File: src/rtl/nusamp_gen.sv
module nusamp_gen #(
  parameter int LFSR_W = 16,
  parameter logic [LFSR_W-1:0] TAP_MASK = 16'hB400,
  parameter logic [LFSR_W-1:0] RST_SEED = 16'h0001,
  parameter int CODE_W = 3,
  parameter int RATIO_MIN = 9,
  parameter int HIGH_CYC = 3
) (
  input  logic              clk,
  input  logic              rst,
  input  logic              en,
  input  logic              seed_load,
  input  logic [LFSR_W-1:0] seed_val,
  output logic              pulse_o,
  output logic              dly_sel_o,
  output logic [CODE_W-1:0] div_code_o
);
  localparam int RATIO_MAX = RATIO_MIN + (1 << CODE_W) - 1;
  localparam int PH_W = $clog2(RATIO_MAX + 2);

  logic [LFSR_W-1:0] lfsr, lfsr_nx;
  logic [PH_W-1:0]   ph, ph_last;
  logic              active, half_q, start;

  assign lfsr_nx = {1'b0, lfsr[LFSR_W-1:1]} ^ (lfsr[0] ? TAP_MASK : '0);
  assign ph_last = PH_W'(RATIO_MIN - 1) + PH_W'(div_code_o) + PH_W'(dly_sel_o & half_q);
  assign start   = en && (!active || ph == ph_last);
  assign pulse_o = active && (ph < PH_W'(HIGH_CYC));

  always_ff @(posedge clk) begin
    if (rst) begin
      lfsr       <= RST_SEED;
      active     <= 1'b0;
      ph         <= '0;
      half_q     <= 1'b0;
      dly_sel_o  <= 1'b0;
      div_code_o <= '0;
    end else begin
      if (seed_load)
        lfsr <= (seed_val == '0) ? LFSR_W'(1) : seed_val;
      else if (start)
        lfsr <= lfsr_nx;
      if (start) begin
        div_code_o <= lfsr_nx[CODE_W-1:0];
        half_q     <= lfsr_nx[CODE_W];
        dly_sel_o  <= active ? (dly_sel_o ^ half_q) : 1'b0;
        active     <= 1'b1;
        ph         <= '0;
      end else if (active) begin
        if (!en && ph >= PH_W'(HIGH_CYC - 1))
          active <= 1'b0;
        else
          ph <= ph + 1'b1;
      end
    end
  end

  assert_width_R6: assert property (@(posedge clk) disable iff (rst)
    $fell(pulse_o) |-> ($past(pulse_o, 2) && $past(pulse_o, 3)));

  assert_hold_R7: assert property (@(posedge clk) disable iff (rst)
    !$rose(pulse_o) |-> ($stable(div_code_o) && $stable(dly_sel_o)));

  assert_lfsr_live_R2: assert property (@(posedge clk) disable iff (rst)
    lfsr != '0);

  assert_seed_R8: assert property (@(posedge clk) disable iff (rst)
    ($past(seed_load) && !$past(rst)) |->
      (lfsr == (($past(seed_val) == '0) ? LFSR_W'(1) : $past(seed_val))));

  assert_idle_R9: assert property (@(posedge clk) disable iff (rst)
    (!$past(en) && !$past(pulse_o)) |-> !pulse_o);
endmodule

File: config.mk
export PLATFORM = sky130hd
export DESIGN_NAME = nusamp_gen
export DESIGN_NICKNAME = d
export VERILOG_FILES = /design/src/rtl/nusamp_gen.sv
export SDC_FILE = /design/constraint.sdc
export NUM_CORES = 1
export LEC_CHECK = 0
export ABC_AREA = 0
export CAP_MARGIN = 0
export CORE_MARGIN = 1.5
export CORE_UTILIZATION = 51
export DETAILED_ROUTE_END_ITERATION = 10
export PLACE_DENSITY = 0.8
export SYNTH_ARGS = -nofsm -noshare
export SYNTH_HDL_FRONTEND = slang
export SYNTH_SLANG_ARGS = --single-unit
File: constraint.sdc
create_clock -name clk -period 3.2 [get_ports clk]
set_clock_uncertainty 0.1 [all_clocks]
set_input_delay 0.48 -clock clk [delete_from_list [all_inputs] [get_ports clk]]
set_output_delay 0.48 -clock clk [all_outputs]
set_load 0.05 [all_outputs]
# Word level (Yosys, flattened, before mapping)
# Cells that the tools add are included.
word_totals:
  ff_bits: 27
classes:
  addsub: 3
  n_lt_le_gt_ge: 2
  eq_ne: 1
  muxes: 8
  n_bitwise: 4
  reduce_logical: 10
ops:
  columns: ["operator", "count"]
  rows:
  - ["two-way mux 16 bit", 4]
  - ["logical NOT 16 bit", 1]
  - ["bitwise XOR 15 x 16 -> 16 bit", 1]
  - ["adder 4 x 3 -> 5 bit (first input constant)", 1]
  - ["adder 5 x 1 -> 5 bit", 1]
  - ["adder 5 x 1 -> 5 bit (second input constant)", 1]
  - ["equality test 5 bit", 1]
  - [">= comparator 5 x 2 -> 1 bit (second input constant)", 1]
  - ["< comparator 5 x 2 -> 1 bit (second input constant)", 1]
  - ["two-way mux 1 bit", 4]
  - ["logical AND 1 bit", 3]
  - ["logical NOT 1 bit", 2]
  - ["AND reduction 2 bit", 1]
  - ["nonzero test 2 bit", 1]
  - ["OR reduction 2 bit", 1]
  - ["bitwise AND 1 bit", 1]
  - ["logical OR 1 bit", 1]
  - ["inverter 1 bit", 1]
  - ["bitwise XOR 1 bit", 1]

# Longest topological paths before layout
# Gate-level depths: netlist of the first run.
depth:
  depth_word: 7
  depth_mapped: 10
  ltp_nobuf: 9

# Worst setup path before layout of the first run
# Ideal clock, no wire load.
synth_path:
  kind: "register to register"
  start: "register dly_sel_o"
  end: "register lfsr[10]"
  t_arrival_ps: 2510
  t_required_ps: 2955
  slack_ps: 445
  stages_incl_launch_ff: 11
  n_path_buf: 1
  path_cell_list: "dfxtp_1 -> ha_1 -> ha_1 -> ha_1 -> ha_1 -> xor2_1 -> o41ai_2 -> o211ai_1 -> buf_2 -> nand4b_1 -> o221ai_1"
synth_between:
  elab_chain_len: 6
synth_lines:
  columns: ["item", "line_no", "text"]
  rows:
  - ["start: declaration", "15", "output logic dly_sel_o,"]
  - ["start signal: assignment", "46", "dly_sel_o <= active ? (dly_sel_o ^ half_q) : 1'b0;"]
  - ["bitwise AND 1 bit", "26", "assign ph_last = PH_W'(RATIO_MIN - 1) + PH_W'(div_code_o) + PH_W'(dly_sel_o & half_q);"]
  - ["adder 5 x 1 -> 5 bit", "26", null]
  - ["equality test 5 bit", "27", "assign start = en && (!active || ph == ph_last);"]
  - ["logical OR 1 bit", "27", null]
  - ["logical AND 1 bit", "27", null]
  - ["nonzero test 2 bit (no source line)", null, null]
  - ["end signal: assignment", "40", "lfsr <= (seed_val == '0) ? LFSR_W'(1) : seed_val;"]
  - ["end signal: assignment", "42", "lfsr <= lfsr_nx;"]
  - ["end: declaration", "21", "logic [LFSR_W-1:0] lfsr, lfsr_nx;"]
# No other way between the ends.
# A chain may end at the register's enable or synchronous reset.

# Final worst setup path of the first run
layout_path:
  start: "register dly_sel_o"
  end: "register lfsr[4]"
# Same word-level chain as after synthesis.

==> metrics.yaml, run 1 <==
run_status: "finished, final reports clean"
ys_ff_latch: 27
crit_arrival_ps: 3050
grt_max_degree: 24
setup_viol: 0
maxCapViolations: 0
finalHoldViolCount: 0
post-route-min-period_ps: 2920
worst-path-buf-inv: 0
postCtsSetupRepairBufs: 0
synth_cell_type_count: 35
relSlewSlack_pct: 45.5
synth_fp_nets: 185
final_nets: 208
cts_root_buf: "clkbuf_4"
grt_use_total_pct: 22.5
synth-seq-area-share_pct: 38.1
routedWlPerCell_um: 15.4
irDropWorstVdd_uv: 342
io_pins: 25
rsz0062_at_grt: "false"
cts_resized: 0
viasPerCell: 6.04
place_area_um2: 1680
hp-class: "register to register"
rows: 18
power.leakage_nw: 0.664
netlist_area_um2: 1420
h-tree-depth: 1
numPlacedInstances: 207
wl_um: 3250
setup-tns-final_ps: 0
power_density_nw_per_um2: 403
syn_inst: 159
critPathTopFamily: "compound AO/OA/AOI/OAI gates"
drive_above_1_share_pct: 10.5
finalWeightedCongestion: 0.835
syn_avg_cell_area_um2: 8.92
critPathLaunchType: "register"
die_area_um2: 3100
cts_tree: "done"
required_ps: 3330
insertion_delay_ps: 330
dr_total_vias: 1275
diodes: 0
overflow: 0
dp_hpwl_um: 2470
cts_made_buffers: 3
worstSetupPathType: "register to register"
worstPathMaxFanout: 13
finalCritPeriodShare_pct: 91.1
worst_path_most_repeated_cell: "ha_1"
die_h_um: 55.7
die_w_um: 55.7
path_clk_slew_ps: 160
synthToLayoutAreaGrowth_pct: 20.7
design_area_um2: 1710
final_util_pct: 67.3
clockBufferDepth: 2
initial_core_util_pct: 55.7
p_total_uw: 689
layoutNonFillerInstCount: 211
path_cells: "ha_1 -> ha_1 -> ha_1 -> ha_1 -> xor2_1 -> o41ai_2 -> o211a_1 -> nor3_1 -> a2111oi_2"
tightest_slew_ps: 814
cpPeakStageDelay_ps: 510
antenna_found_initial: 0
yosys_warnings: 0
drt_iter0_markers: 35
hold_buffers: 0
detail-route-antenna-nets: 0
dr.pass1.iters: 4
drv_slew: 0
timing.fmax_mhz: 343
clock-sinks: 27
port_buffers: 24
post-route-drc-count: 0
grt_pass1_wl_um: 5610
worstSetupEndpointType: "register"
crit_path_top_delay_cell: "o211a_1"
grt_pass1_vias: 1229
fp.coreArea_um2: 2540
-- registers in the layout, summed over array words and instances (netlist names) --
register and flops:
lfsr 16, ph 5, div_code_o 3, active 1, dly_sel_o 1, half_q 1
-- worst paths after layout --
| kind | start | to | slack (ps) | cells past startpoint |
|---|---|---|---|---|
| setup / recovery | dly_sel_o$_SDFFE_PP0P_ | lfsr[4]$_SDFFE_PP0P_ | 280 | 9 |
| hold / removal | lfsr[13]$_SDFFE_PP0P_ | lfsr[13]$_SDFFE_PP0P_ | 390 | 2 |
| setup reg to reg | dly_sel_o$_SDFFE_PP0P_ | lfsr[4]$_SDFFE_PP0P_ | 280 | 9 |
| hold reg to reg | lfsr[13]$_SDFFE_PP0P_ | lfsr[13]$_SDFFE_PP0P_ | 390 | 2 |
-- cell type report --
type                            count  area, µm²
Sequential cell                    27        541
Fill cell                         218        833
Inverter                            6       22.5
Clock buffer                        3       22.5
Tap cell                           30       37.5
Multi-Input combinational cell    117        808
Timing Repair Buffer               27        275
Clock inverter                      1       5.00
-- power by group --
part	total, mW	leakage (nW)	switching [mW]	internal (mW)
clock	0.153	0.0177	0.106	0.0469
combinational	0.158	0.424	0.0860	0.0718
sequential	0.379	0.222	0.0194	0.360
-- cells by family (layout without fill, tap and decap cells) --
family,count (synthesis),in the layout,synth area share (%)
AO/OA/AOI/OAI,38,38,24.4
XOR/XNOR,12,12,7.41
buffers and inverters,15,37,4.85
flip-flops,27,27,38.1
AND/OR/NAND/NOR,61,61,19.9
adder cells (fa/ha/maj),6,6,5.30
-- layout by cell type (no fill, tap or decap), drive strengths merged, types with 3 or more instances in the layout --
cell type | synthesis | layout
inv | 6 | 6
nor3 | 6 | 6
a22oi | 6 | 6
a2111oi | 4 | 4
clkbuf | 6 | 3
xnor2 | 5 | 5
nand2 | 19 | 19
o211ai | 3 | 3
dfxtp | 27 | 27
nand3 | 8 | 8
clkdlybuf4s50 | 0 | 24
nor2 | 18 | 18
nor4 | 4 | 4
ha | 6 | 6
xor2 | 7 | 7
buf | 3 | 3
a21oi | 8 | 8
o21ai | 4 | 4
a221oi | 6 | 6
-- cell usage after synthesis --
cell type / count / area share [%]
o221ai_1: 1 / 0.62
nor3_2: 1 / 0.71
a21oi_1: 8 / 2.8
a21boi_0: 1 / 0.53
o21ai_0: 4 / 1.4
buf_2: 1 / 0.35
nor3b_1: 1 / 0.53
a32oi_1: 1 / 0.62
a22oi_1: 6 / 3.2
xor2_1: 7 / 4.3
o211ai_1: 3 / 1.6
nand4b_1: 1 / 0.62
clkbuf_4: 1 / 0.53
a221oi_2: 6 / 6.4
nand2_1: 19 / 5.0
a41oi_1: 1 / 0.62
a2111oi_2: 4 / 4.2
and3_1: 1 / 0.44
clkbuf_1: 5 / 1.3
o41ai_2: 1 / 1.1
nor3_1: 5 / 1.8
nor4_1: 4 / 1.8
xnor2_1: 5 / 3.1
inv_1: 6 / 1.6
nand2b_1: 1 / 0.44
nor2b_1: 1 / 0.44
nor4b_1: 1 / 0.62
o211a_1: 1 / 0.71
nor2_1: 18 / 4.8
ha_1: 6 / 5.3
a211oi_1: 1 / 0.53
dfxtp_1: 27 / 38
buf_1: 1 / 0.26
nand3_1: 8 / 2.8
buf_6: 1 / 0.79
-- per-stage QoR --
| step | hold WS (ps) | setup WS [ps] |
|---|---|---|
| 2_1_floorplan | 340 | 445 |
| 3_3_place_gp | 355 | 387 |
| 3_5_place_dp | 371 | 311 |
| 4_1_cts | 391 | 272 |
| 5_1_grt | 405 | 108 |
| 6_report | 389 | 284 |
-- tightest hold or removal path, stage by stage, from the launching register on --
cell and delay [ps]:
dfxtp_1 350, nand3_1 60, a21oi_1 50
-- metal layers --
| layer | GRT usage [%] | part of all wire, % |
|---|---|---|
| met1 | 30.4 | 45 |
| met2 | 38.1 | 50 |
| met3 | 2.09 | 4.2 |
| met4 | 6.27 | 0.46 |
| met5 | 0 | 0 |
Power figures use the tool's default switching activity.
==> inputs of run 2 (changes only) <==
--- a/config.mk
+++ b/config.mk
@@ -8,9 +8,10 @@
 export ABC_AREA = 0
 export CAP_MARGIN = 0
 export CORE_MARGIN = 1.5
-export CORE_UTILIZATION = 51
+export CORE_UTILIZATION = 45
 export DETAILED_ROUTE_END_ITERATION = 10
-export PLACE_DENSITY = 0.8
+export PLACE_DENSITY = 0.72
+export SLEW_MARGIN = 20
 export SYNTH_ARGS = -nofsm -noshare
 export SYNTH_HDL_FRONTEND = slang
 export SYNTH_SLANG_ARGS = --single-unit
==> run 2 against run 1 <==
  * Clock-buffer cell count unchanged
  * Highest routed layer unchanged
  * Sequential power about the same
  * Global-route usage down 3.5 points
  * Sequential cell count unchanged
  * Final area up 0.29%
  * Non-clock buffer count unchanged
  * Core utilization down 11 points
  * Worst setup slack worse by 65 ps
  * Die area up 13%
  * Power down 1.7%
  * Register-to-register slack worse by 70 ps
==> metrics.yaml, run 2 (synthesis gave the netlist of run 1 again) <==
grt_pass1_vias: 1215
path_clk_slew_ps: 140
required_ps: 3320
layoutNonFillerInstCount: 225
diodes: 0
post-route-drc-count: 0
die_h_um: 59.1
combinationalPowerShare_pct: 22.6
finalWeightedCongestion: 0.820
postCtsSetupRepairBufs: 0
p_int_uw: 475
post-route-min-period_ps: 2980
largest_registers: "lfsr x16, ph x5, div_code_o x3"
viasPerCell: 5.53
synthToLayoutAreaGrowth_pct: 21.1
seqCellArea_um2: 541
irDropWorstVdd_uv: 229
tightest_slew_ps: 929
cts_root_buf: "clkbuf_4"
detail-route-antenna-nets: 0
largest_register_ffs: 16
hp-class: "register to register"
crit_arrival_ps: 3100
timing.fmax_mhz: 335
cts_tree: "done"
setup-tns-final_ps: 0
grt_use_total_pct: 19.0
cts_resized: 0
power.leakage_nw: 0.659
h-tree-depth: 1
hp-start: "lfsr[3]$_SDFFE_PP0P_"
top_register: "lfsr"
die_area_um2: 3500
power_switching_uw: 202
insertion_delay_ps: 320
run_status: "finished, final reports clean"
grt_max_degree: 24
initial_core_util_pct: 46.8
hold_buffers: 0
power.share.clock_pct: 21.4
swShare_pct: 29.8
final_nets: 208
nFillCells: 273
clock-sinks: 27
fp.coreArea_um2: 3030
power_density_nw_per_um2: 395
finalCritPeriodShare_pct: 93.2
overflow: 0
port_buffers: 24
relSlewSlack_pct: 37.8
numPlacedInstances: 221
layout_common_cells: "dfxtp_1, clkdlybuf4s50_1, nand2_1, nor2_1"
grt_pass1_wl_um: 5230
drive_above_1_share_pct: 10.5
min_to: "div_code_o[2]$_SDFFE_PP0P_"
worstSetupEndpointType: "register"
mostFrequentLayoutCell: "dfxtp_1"
antenna_found_initial: 0
cts_made_buffers: 3
dr_total_vias: 1244
worst_slack_ps: 219
dr.pass1.iters: 5
r2r_start: "dly_sel_o$_SDFFE_PP0P_"
finalHoldViolCount: 0
worstSetupPathType: "register to register"
maxCapViolations: 0
critPathLaunchType: "register"
setup_viol: 0
clockBufferDepth: 2
timing.rr.end: "lfsr[11]$_SDFFE_PP0P_"
pwr-share-seq_pct: 56.0
drt_iter0_markers: 56
drv_slew: 0
rows: 20
multiInputGateArea_um2: 808
r2r_cells: 9
hold_depth: 2
wl_um: 3100
dpl_worst_slack_ps: 285
worstPathMaxFanout: 15
dp_hpwl_um: 2390
rsz0062_at_grt: "false"
io_pins: 25
routedWlPerCell_um: 13.8
die_w_um: 59.1
reg2reg_slack_ps: 220
## run 2: cell counts in the layout (fill, tap and decap cells not counted)
Identical to the previous run, type by type.
## run 2: cell type report
cell class	instances	share of cell area, %
clock inverter	1	0.292
inverter	6	1.31
timing repair buffer	27	15.3
clock buffer	3	1.31
sequential	27	31.5
tap	44	3.21
multi-input combinational	117	47.1
## run 2: critical path, cell delays in order, from the launching register on
cell,delay (ps)
dfxtp_1,360
ha_1,200
ha_1,200
ha_1,180
ha_1,280
xor2_1,150
o41ai_2,370
o211ai_1,430
buf_4,360
a221oi_2,270
## run 2: per-layer routing
metal	global-route usage, %	vias up	wire (µm)
met5	0	-	0
met4	6.82	0	68
met3	2.84	9	137
met2	33.3	38	1500
met1	23.5	579	1400
li1	-	618	-
## run 2: how the worst max path moves through the flow
stage                                       from                     to  slack [ps]  cells past startpoint
after global placement    dly_sel_o$_SDFFE_PP0P_   lfsr[5]$_SDFFE_PP0P_         410                      9
final                     dly_sel_o$_SDFFE_PP0P_  lfsr[11]$_SDFFE_PP0P_         220                      9
after CTS                 dly_sel_o$_SDFFE_PP0P_  lfsr[11]$_SDFFE_PP0P_         270                      9
after global routing      dly_sel_o$_SDFFE_PP0P_  lfsr[15]$_SDFFE_PP0P_          80                      9
after detailed placement  dly_sel_o$_SDFFE_PP0P_   lfsr[8]$_SDFFE_PP0P_         280                      9
after floorplan           dly_sel_o$_SDFFE_PP0P_  lfsr[10]$_SDFFE_PP0P_         440                     10
## run 2: power by group through the flow
stage               Combinational (mW)  Clock, mW  Sequential, mW
finish                           0.153      0.145           0.380
global route                     0.166      0.165           0.383
CTS                              0.152      0.147           0.379
detailed placement               0.152          0           0.386
global placement                 0.147          0           0.386
floorplan                        0.100          0           0.385
## run 2: metrics by stage
stage                     utilization, %  total power [mW]  instance area (µm²)  hold slack, ps
after floorplan                        -             0.485                 1420             340
after global routing                56.7             0.715                 1720             397
after CTS                           56.7             0.679                 1720             384
final                               56.7             0.678                 1720             384
after detailed placement            55.8             0.539                 1690             365
after global placement              55.8             0.533                 1690             355
